`src/rtl/wdog_pkg.sv`:
```
// Shared types for the watchdog timer.
// Assumes the count register is split into two equal byte lanes.
package wdog_pkg;
    typedef enum logic {
        LANE_LO = 1'b0,
        LANE_HI = 1'b1
    } lane_e;
endpackage

```
`src/rtl/wdog_prescaler.sv`:
```
// Prescaler: steps once every div+1 clocks while not cleared.
// Assumes clear has priority; a div lowered below the current phase
// produces a step on the next cycle (>= compare).
module wdog_prescaler #(
    parameter int DIV_W = 8
) (
    input  logic             clk,
    input  logic             rst_n,
    input  logic             clear,
    input  logic [DIV_W-1:0] div,
    output logic             tick
);
    logic [DIV_W-1:0] phase_q;

    // step when the phase has reached the divide value
    assign tick = !clear && (phase_q >= div);

    // phase counter: cleared by reset, clear or a step
    always_ff @(posedge clk) begin
        if (!rst_n) begin
            phase_q <= '0;
        end else if (clear || tick) begin
            phase_q <= '0;
        end else begin
            phase_q <= phase_q + 1'b1;
        end
    end


    presc_clr_chk: assert property (@(posedge clk) disable iff (!rst_n)
        clear |=> (phase_q == '0));


    presc_adv_chk: assert property (@(posedge clk) disable iff (!rst_n)
        (!clear && !tick) |=> (phase_q == $past(phase_q) + 1'b1));
endmodule

```
`src/rtl/wdog_counter.sv`:
```
// Watchdog count register with reference compare.
// Assumes tick is already gated by clear; clear wins over a step.
module wdog_counter #(
    parameter int CNT_W = 16
) (
    input  logic             clk,
    input  logic             rst_n,
    input  logic             clear,
    input  logic             tick,
    input  logic [CNT_W-1:0] ref_val,
    output logic [CNT_W-1:0] count,
    output logic             expire
);
    logic [CNT_W-1:0] cnt_q;
    logic             exp_q;
    logic             at_ref;

    // compare against the reference
    assign at_ref = (cnt_q == ref_val);

    // count, wrap and expiry pulse
    always_ff @(posedge clk) begin
        if (!rst_n) begin
            cnt_q <= '0;
            exp_q <= 1'b0;
        end else begin
            exp_q <= 1'b0;
            if (clear) begin
                cnt_q <= '0;
            end else if (tick) begin
                if (at_ref) begin
                    cnt_q <= '0;
                    exp_q <= 1'b1;
                end else begin
                    cnt_q <= cnt_q + 1'b1;
                end
            end
        end
    end

    assign count  = cnt_q;
    assign expire = exp_q;


    cnt_clr_chk: assert property (@(posedge clk) disable iff (!rst_n)
        clear |=> (count == '0));


    cnt_step_chk: assert property (@(posedge clk) disable iff (!rst_n)
        (tick && (count != ref_val)) |=> (count == $past(count) + 1'b1));


    cnt_idle_chk: assert property (@(posedge clk) disable iff (!rst_n)
        (!tick && !clear) |=> $stable(count));


    expire_wrap_chk: assert property (@(posedge clk) disable iff (!rst_n)
        expire |-> (count == '0));
endmodule

```
`src/rtl/wdog_readport.sv`:
```
// Read path: 16-bit live view or two byte reads made coherent by a
// holding register that the upper-byte read loads.
// Assumes CNT_W is even; rd_data is zero outside a read.
module wdog_readport
    import wdog_pkg::*;
#(
    parameter int CNT_W = 16
) (
    input  logic             clk,
    input  logic             rst_n,
    input  logic             wide,
    input  logic             rd,
    input  lane_e            lane,
    input  logic [CNT_W-1:0] count,
    output logic [CNT_W-1:0] rd_data
);
    localparam int BYTE_W = CNT_W / 2;

    logic [BYTE_W-1:0] hold_q;
    logic              cap;

    assign cap = rd && !wide && (lane == LANE_HI);

    // hold the low byte when the upper byte is read narrow
    always_ff @(posedge clk) begin
        if (!rst_n) begin
            hold_q <= '0;
        end else if (cap) begin
            hold_q <= count[BYTE_W-1:0];
        end
    end

    // select the data returned for the current access
    always_comb begin
        rd_data = '0;
        if (rd) begin
            if (wide) begin
                rd_data = count;
            end else if (lane == LANE_HI) begin
                rd_data[BYTE_W-1:0] = count[CNT_W-1:BYTE_W];
            end else begin
                rd_data[BYTE_W-1:0] = hold_q;
            end
        end
    end


    hold_cap_chk: assert property (@(posedge clk) disable iff (!rst_n)
        cap |=> (hold_q == $past(count[BYTE_W-1:0])));


    hold_keep_chk: assert property (@(posedge clk) disable iff (!rst_n)
        !cap |=> $stable(hold_q));
endmodule

```
`src/rtl/wdog_timer.sv`:
```
// Watchdog timer top: prescaler, count/compare and byte-lane read path.
// Assumes any write clears, whatever the lane or data; enable low
// behaves like a continuous write.
module wdog_timer
    import wdog_pkg::*;
#(
    parameter int CNT_W = 16,
    parameter int DIV_W = 8
) (
    input  logic             clk,
    input  logic             rst_n,
    input  logic             enable,
    input  logic             wide_bus,
    input  logic [DIV_W-1:0] presc_div,
    input  logic [CNT_W-1:0] ref_val,
    input  logic             rd_en,
    input  logic             wr_en,
    input  logic             hi_lane,
    output logic [CNT_W-1:0] rd_data,
    output logic             timeout
);
    logic             clr;
    logic             tick;
    logic [CNT_W-1:0] count;
    lane_e            lane;

    assign clr  = !enable || wr_en;
    assign lane = lane_e'(hi_lane);

    wdog_prescaler #(.DIV_W(DIV_W)) u_presc (
        .clk   (clk),
        .rst_n (rst_n),
        .clear (clr),
        .div   (presc_div),
        .tick  (tick)
    );

    wdog_counter #(.CNT_W(CNT_W)) u_cnt (
        .clk     (clk),
        .rst_n   (rst_n),
        .clear   (clr),
        .tick    (tick),
        .ref_val (ref_val),
        .count   (count),
        .expire  (timeout)
    );

    wdog_readport #(.CNT_W(CNT_W)) u_rd (
        .clk     (clk),
        .rst_n   (rst_n),
        .wide    (wide_bus),
        .rd      (rd_en),
        .lane    (lane),
        .count   (count),
        .rd_data (rd_data)
    );


    wr_wins_chk: assert property (@(posedge clk) disable iff (!rst_n)
        wr_en |=> (count == '0 && !timeout));


    timeout_src_chk: assert property (@(posedge clk) disable iff (!rst_n)
        timeout |-> $past(enable && !wr_en));
endmodule

```
`config.mk`:
```
export PLATFORM = sky130hd
export DESIGN_NAME = wdog_timer
export DESIGN_NICKNAME = d
export VERILOG_FILES = /design/src/rtl/wdog_pkg.sv /design/src/rtl/wdog_prescaler.sv /design/src/rtl/wdog_counter.sv /design/src/rtl/wdog_readport.sv /design/src/rtl/wdog_timer.sv
export SDC_FILE = /design/constraint.sdc
export NUM_CORES = 1
export LEC_CHECK = 0
export ABC_AREA = 1
export BUFFER_PORTS_ARGS = -buffer_cell sky130_fd_sc_hd__buf_2
export CORE_MARGIN = 1
export CORE_UTILIZATION = 45
export DETAILED_ROUTE_END_ITERATION = 10
export PLACE_DENSITY_LB_ADDON = 0.05
export SYNTH_ARGS = -nofsm -noshare
export SYNTH_HDL_FRONTEND = slang
export SYNTH_SLANG_ARGS = --single-unit
```
`constraint.sdc`:
```
create_clock -name clk -period 1.7 [get_ports clk]
set_input_delay 0.17 -clock clk [delete_from_list [all_inputs] [get_ports clk]]
set_output_delay 0.17 -clock clk [all_outputs]
set_load 0.01 [all_outputs]
```
==> impl_results.rst <==
.. list-table::
   :header-rows: 1

   * - Metric
     - Value
   * - Highest net fanout along the worst path
     - 6
   * - Routed via count divided by cell count
     - 4.92
   * - Clock tree from TritonCTS
     - built
   * - CP Data Required Time
     - 1.88 ns
   * - Filler cell count in the final layout
     - 552
   * - Number of diodes
     - 0
   * - Worst-case clock skew
     - 0.00530 ns
   * - Routability Congestion
     - 0.843
   * - Aggregate global-route resource usage
     - 24.9%
   * - Minimum clock period after layout
     - 1.62 ns
   * - Total count of max-transition violations in the final report
     - 0
   * - Remaining routing DRC violations
     - 0
   * - Number of placed instances with taps included
     - 525
   * - Largest cells by area after synthesis
     - sky130_fd_sc_hd__dfxtp_1, sky130_fd_sc_hd__nand2_1, sky130_fd_sc_hd__nand3_1
   * - Min setup slack post-route
     - 0.0801 ns
   * - Leakage component of the power
     - 1.58 nW
   * - Slew at the pin closest to its max-slew limit
     - 0.491 ns
   * - Clk Latency, worst-skew pair
     - 0.28 ns
   * - Final-report setup violation count
     - 0
   * - Most frequent standard cell in the layout excluding fill and tap cells
     - sky130_fd_sc_hd__nand2_1
   * - Ratio of cells with drive above 1 in the final layout
     - 28.2%
   * - CTS Sinks
     - 33
   * - Total CTS buffers
     - 5
   * - First-pass iteration count of the detailed router
     - 5
   * - Chip Width
     - 75.3 microns
   * - DP HPWL
     - 5110 microns
   * - Flip-flop and latch count after synthesis
     - 33
   * - Top cell family by delay on the critical path
     - simple AND/OR/NAND/NOR gates
   * - Port bufs
     - 47
   * - Delay of the slowest cell on the worst path
     - 0.34 ns
   * - DP Worst Slack
     - 0.0235 ns
   * - Vias in the first global route
     - 2275
   * - Core region area
     - 5140 sq um
   * - Tightest slew margin relative to the limit
     - 67.2%
   * - Nets in the synthesized netlist
     - 440
   * - Aggregate routed wire length
     - 6820 microns
   * - Height of the die
     - 75.3 microns
   * - Highest ir drop seen on vdd
     - 0.318 mV
   * - Number of design-rule violations left by the first detailed-router iteration
     - 140
   * - Mean routed wirelength per cell
     - 12.7 microns
   * - Die outline area
     - 5670 sq um
   * - WP data arrival
     - 1.80 ns
   * - Most area-hungry cell type in the Yosys netlist
     - sky130_fd_sc_hd__dfxtp_1
   * - Num rows
     - 26
   * - Initial antenna violation count
     - 0
   * - Number of routed nets with antenna violations
     - 0
   * - Cell breakdown of the critical path
     - ha_1, nand2_2, nor2_4, buf_4, nand2_2, nand3_4, buf_4, o21ai_0, nor2_1
   * - Root Driver
     - sky130_fd_sc_hd__clkbuf_8
   * - Path type of the worst setup path
     - flip-flop to flip-flop
   * - Io pins
     - 48
   * - Multi-input gate area
     - 1560 sq um
   * - Kind of start point of the critical path
     - flip-flop
   * - RSZ-0062 raised after global routing
     - true
   * - Area taken by flip-flops and latches
     - 671 sq um
   * - Sequential-to-total area share from yosys stat
     - 27.3%
   * - Buffers from clock root to sink, at most
     - 2
   * - Portion of synthesized cell area occupied by the leading cell type
     - 27.3%
   * - Overflow after GRT
     - 0
   * - First-pass GRT wire length
     - 10500 microns
   * - Number of buffers inserted for hold repair after clock tree synthesis
     - 0
   * - Number of instances in the synthesized netlist
     - 399
   * - Clock input transition at the sequential cells of the worst setup and hold paths
     - 0.07 ns
   * - Final period utilization
     - 95.3%
   * - Maximum number of pins on one net before global-route repair
     - 26
   * - Areal power density over the cells
     - 511 nW/um^2
   * - CP endpoint kind
     - flip-flop
   * - Tightest Hold Check Type
     - input port to flip-flop
   * - Layout net count
     - 508
   * - Average size of a mapped cell
     - 6.06 sq um
   * - Final core area utilization
     - 59.4%
   * - H-tree levels
     - 2
   * - Starting density of the core
     - 47.1%
   * - Endpoints failing hold
     - 0
   * - Worst path bufs/invs
     - 2
   * - P&R area growth vs syn
     - 26.2%
   * - Maxcap violations
     - 0
   * - Result of the run
     - finished clean
   * - Post-synth design cell area
     - 2420 sq um
   * - Total number of vias
     - 2645
   * - Post-Layout Cell Count
     - 538
   * - Number of distinct library cells after synthesis
     - 34
   * - Yosys warnings
     - 0
   * - Crit-path slowest cell
     - sky130_fd_sc_hd__dfxtp_2
   * - Leading cell types in the layout, fill and taps excluded
     - sky130_fd_sc_hd__nand2_1, sky130_fd_sc_hd__buf_2, sky130_fd_sc_hd__inv_1
   * - Achievable clock frequency
     - 0.617 GHz
-- final timing paths --
kind | start | endpoint | slack (ns) | cells after the start
min reg2reg | u_rd.hold_q[3]$_SDFFE_PN0P_ | u_rd.hold_q[3]$_SDFFE_PN0P_ | 0.46 | 2
min | wide_bus | u_rd.hold_q[2]$_SDFFE_PN0P_ | 0.21 | 4
max reg2reg | u_presc.phase_q[6]$_SDFF_PP0_ | u_cnt.count[13]$_SDFFE_PP0P_ | 0.08 | 9
max | u_presc.phase_q[6]$_SDFF_PP0_ | u_cnt.count[13]$_SDFFE_PP0P_ | 0.08 | 9
-- power breakdown --
group	internal, W	switching, W
combinational	0.0000835	0.000119
sequential	0.000774	0.00000116
clock	0.000291	0.000291
-- timing repair --
action                                  4_1_cts  5_1_grt
buffers inserted                              0        3
endpoints found under the setup margin        0       25
resized for setup                             0       28
-- logic make-up after synthesis --
family | count (synthesis) | share of synthesized area (%)
simple gates | 231 | 43.0
fa+ha+maj | 10 | 5.17
flops | 33 | 27.3
xor+xnor | 4 | 1.45
compound gates | 47 | 10.5
buf+inv | 74 | 12.6
-- routing by layer --
| layer | vias up | global-route usage, % | routed length (microns) |
|---|---|---|---|
| met5 | - | 0 | 0 |
| met1 | 1176 | 32.9 | 3220 |
| li1 | 1403 | - | - |
| met2 | 57 | 42.0 | 3260 |
| met3 | 9 | 3.70 | 252 |
| met4 | 0 | 7.61 | 88 |
-- through the flow --
stage	total power (W)	hold slack [ns]	TNS (ns)	cell area (sq um)
detailed placement	0.000980	0.451	0	2820
global placement	0.000977	0.445	0	2820
global route	0.00163	0.231	-0.0444	3050
floorplan	0.000907	0.369	0	2420
CTS	0.00156	0.199	0	2900
finish	0.00156	0.211	0	3050
-- Yosys cell counts --
| master | number |
|---|---|
| sky130_fd_sc_hd__a21oi_1 | 20 |
| sky130_fd_sc_hd__a21oi_2 | 1 |
| sky130_fd_sc_hd__buf_2 | 1 |
| sky130_fd_sc_hd__buf_4 | 3 |
| sky130_fd_sc_hd__buf_6 | 2 |
| sky130_fd_sc_hd__clkbuf_1 | 4 |
| sky130_fd_sc_hd__clkinv_1 | 1 |
| sky130_fd_sc_hd__dfxtp_1 | 33 |
| sky130_fd_sc_hd__ha_1 | 10 |
| sky130_fd_sc_hd__inv_1 | 45 |
| sky130_fd_sc_hd__inv_2 | 18 |
| sky130_fd_sc_hd__nand2_1 | 131 |
| sky130_fd_sc_hd__nand2_2 | 2 |
| sky130_fd_sc_hd__nand2_4 | 1 |
| sky130_fd_sc_hd__nand3_1 | 37 |
| sky130_fd_sc_hd__nand3_2 | 2 |
| sky130_fd_sc_hd__nand4_1 | 5 |
| sky130_fd_sc_hd__nand4_4 | 1 |
| sky130_fd_sc_hd__nor2_1 | 35 |
| sky130_fd_sc_hd__nor2_2 | 5 |
| sky130_fd_sc_hd__nor2_4 | 2 |
| sky130_fd_sc_hd__nor3_1 | 4 |
| sky130_fd_sc_hd__nor3_2 | 2 |
| sky130_fd_sc_hd__nor3_4 | 1 |
| sky130_fd_sc_hd__nor3b_2 | 1 |
| sky130_fd_sc_hd__o21a_1 | 1 |
| sky130_fd_sc_hd__o21ai_0 | 12 |
| sky130_fd_sc_hd__o21ai_1 | 4 |
| sky130_fd_sc_hd__o21bai_1 | 1 |
| sky130_fd_sc_hd__o22ai_1 | 8 |
| sky130_fd_sc_hd__or2_1 | 1 |
| sky130_fd_sc_hd__or2_2 | 1 |
| sky130_fd_sc_hd__xnor2_1 | 1 |
| sky130_fd_sc_hd__xor2_1 | 3 |
-- registers in the layout, summed over array words and instances, names as in the netlist --
signal / count
u_rd.hold_q: 8
u_presc.phase_q: 8
u_cnt.expire: 1
u_cnt.count: 16
-- area by class of cell --
type,instances,area share (%)
Timing Repair Buffer,70,13.5
Inverter,64,7.87
Multi-Input combinational cell,293,51.2
Sequential cell,33,22.0
Tap cell,70,2.87
Clock buffer,8,2.62
-- worst register-to-register path, cell delays in order (launching register included) --
cell	delay (ns)
sky130_fd_sc_hd__dfxtp_2	0.34
sky130_fd_sc_hd__ha_1	0.28
sky130_fd_sc_hd__nand2_2	0.10
sky130_fd_sc_hd__nor2_4	0.04
sky130_fd_sc_hd__buf_4	0.12
sky130_fd_sc_hd__nand2_2	0.08
sky130_fd_sc_hd__nand3_4	0.12
sky130_fd_sc_hd__buf_4	0.19
sky130_fd_sc_hd__o21ai_0	0.17
sky130_fd_sc_hd__nor2_1	0.06
(Power assumes the default switching activity.)
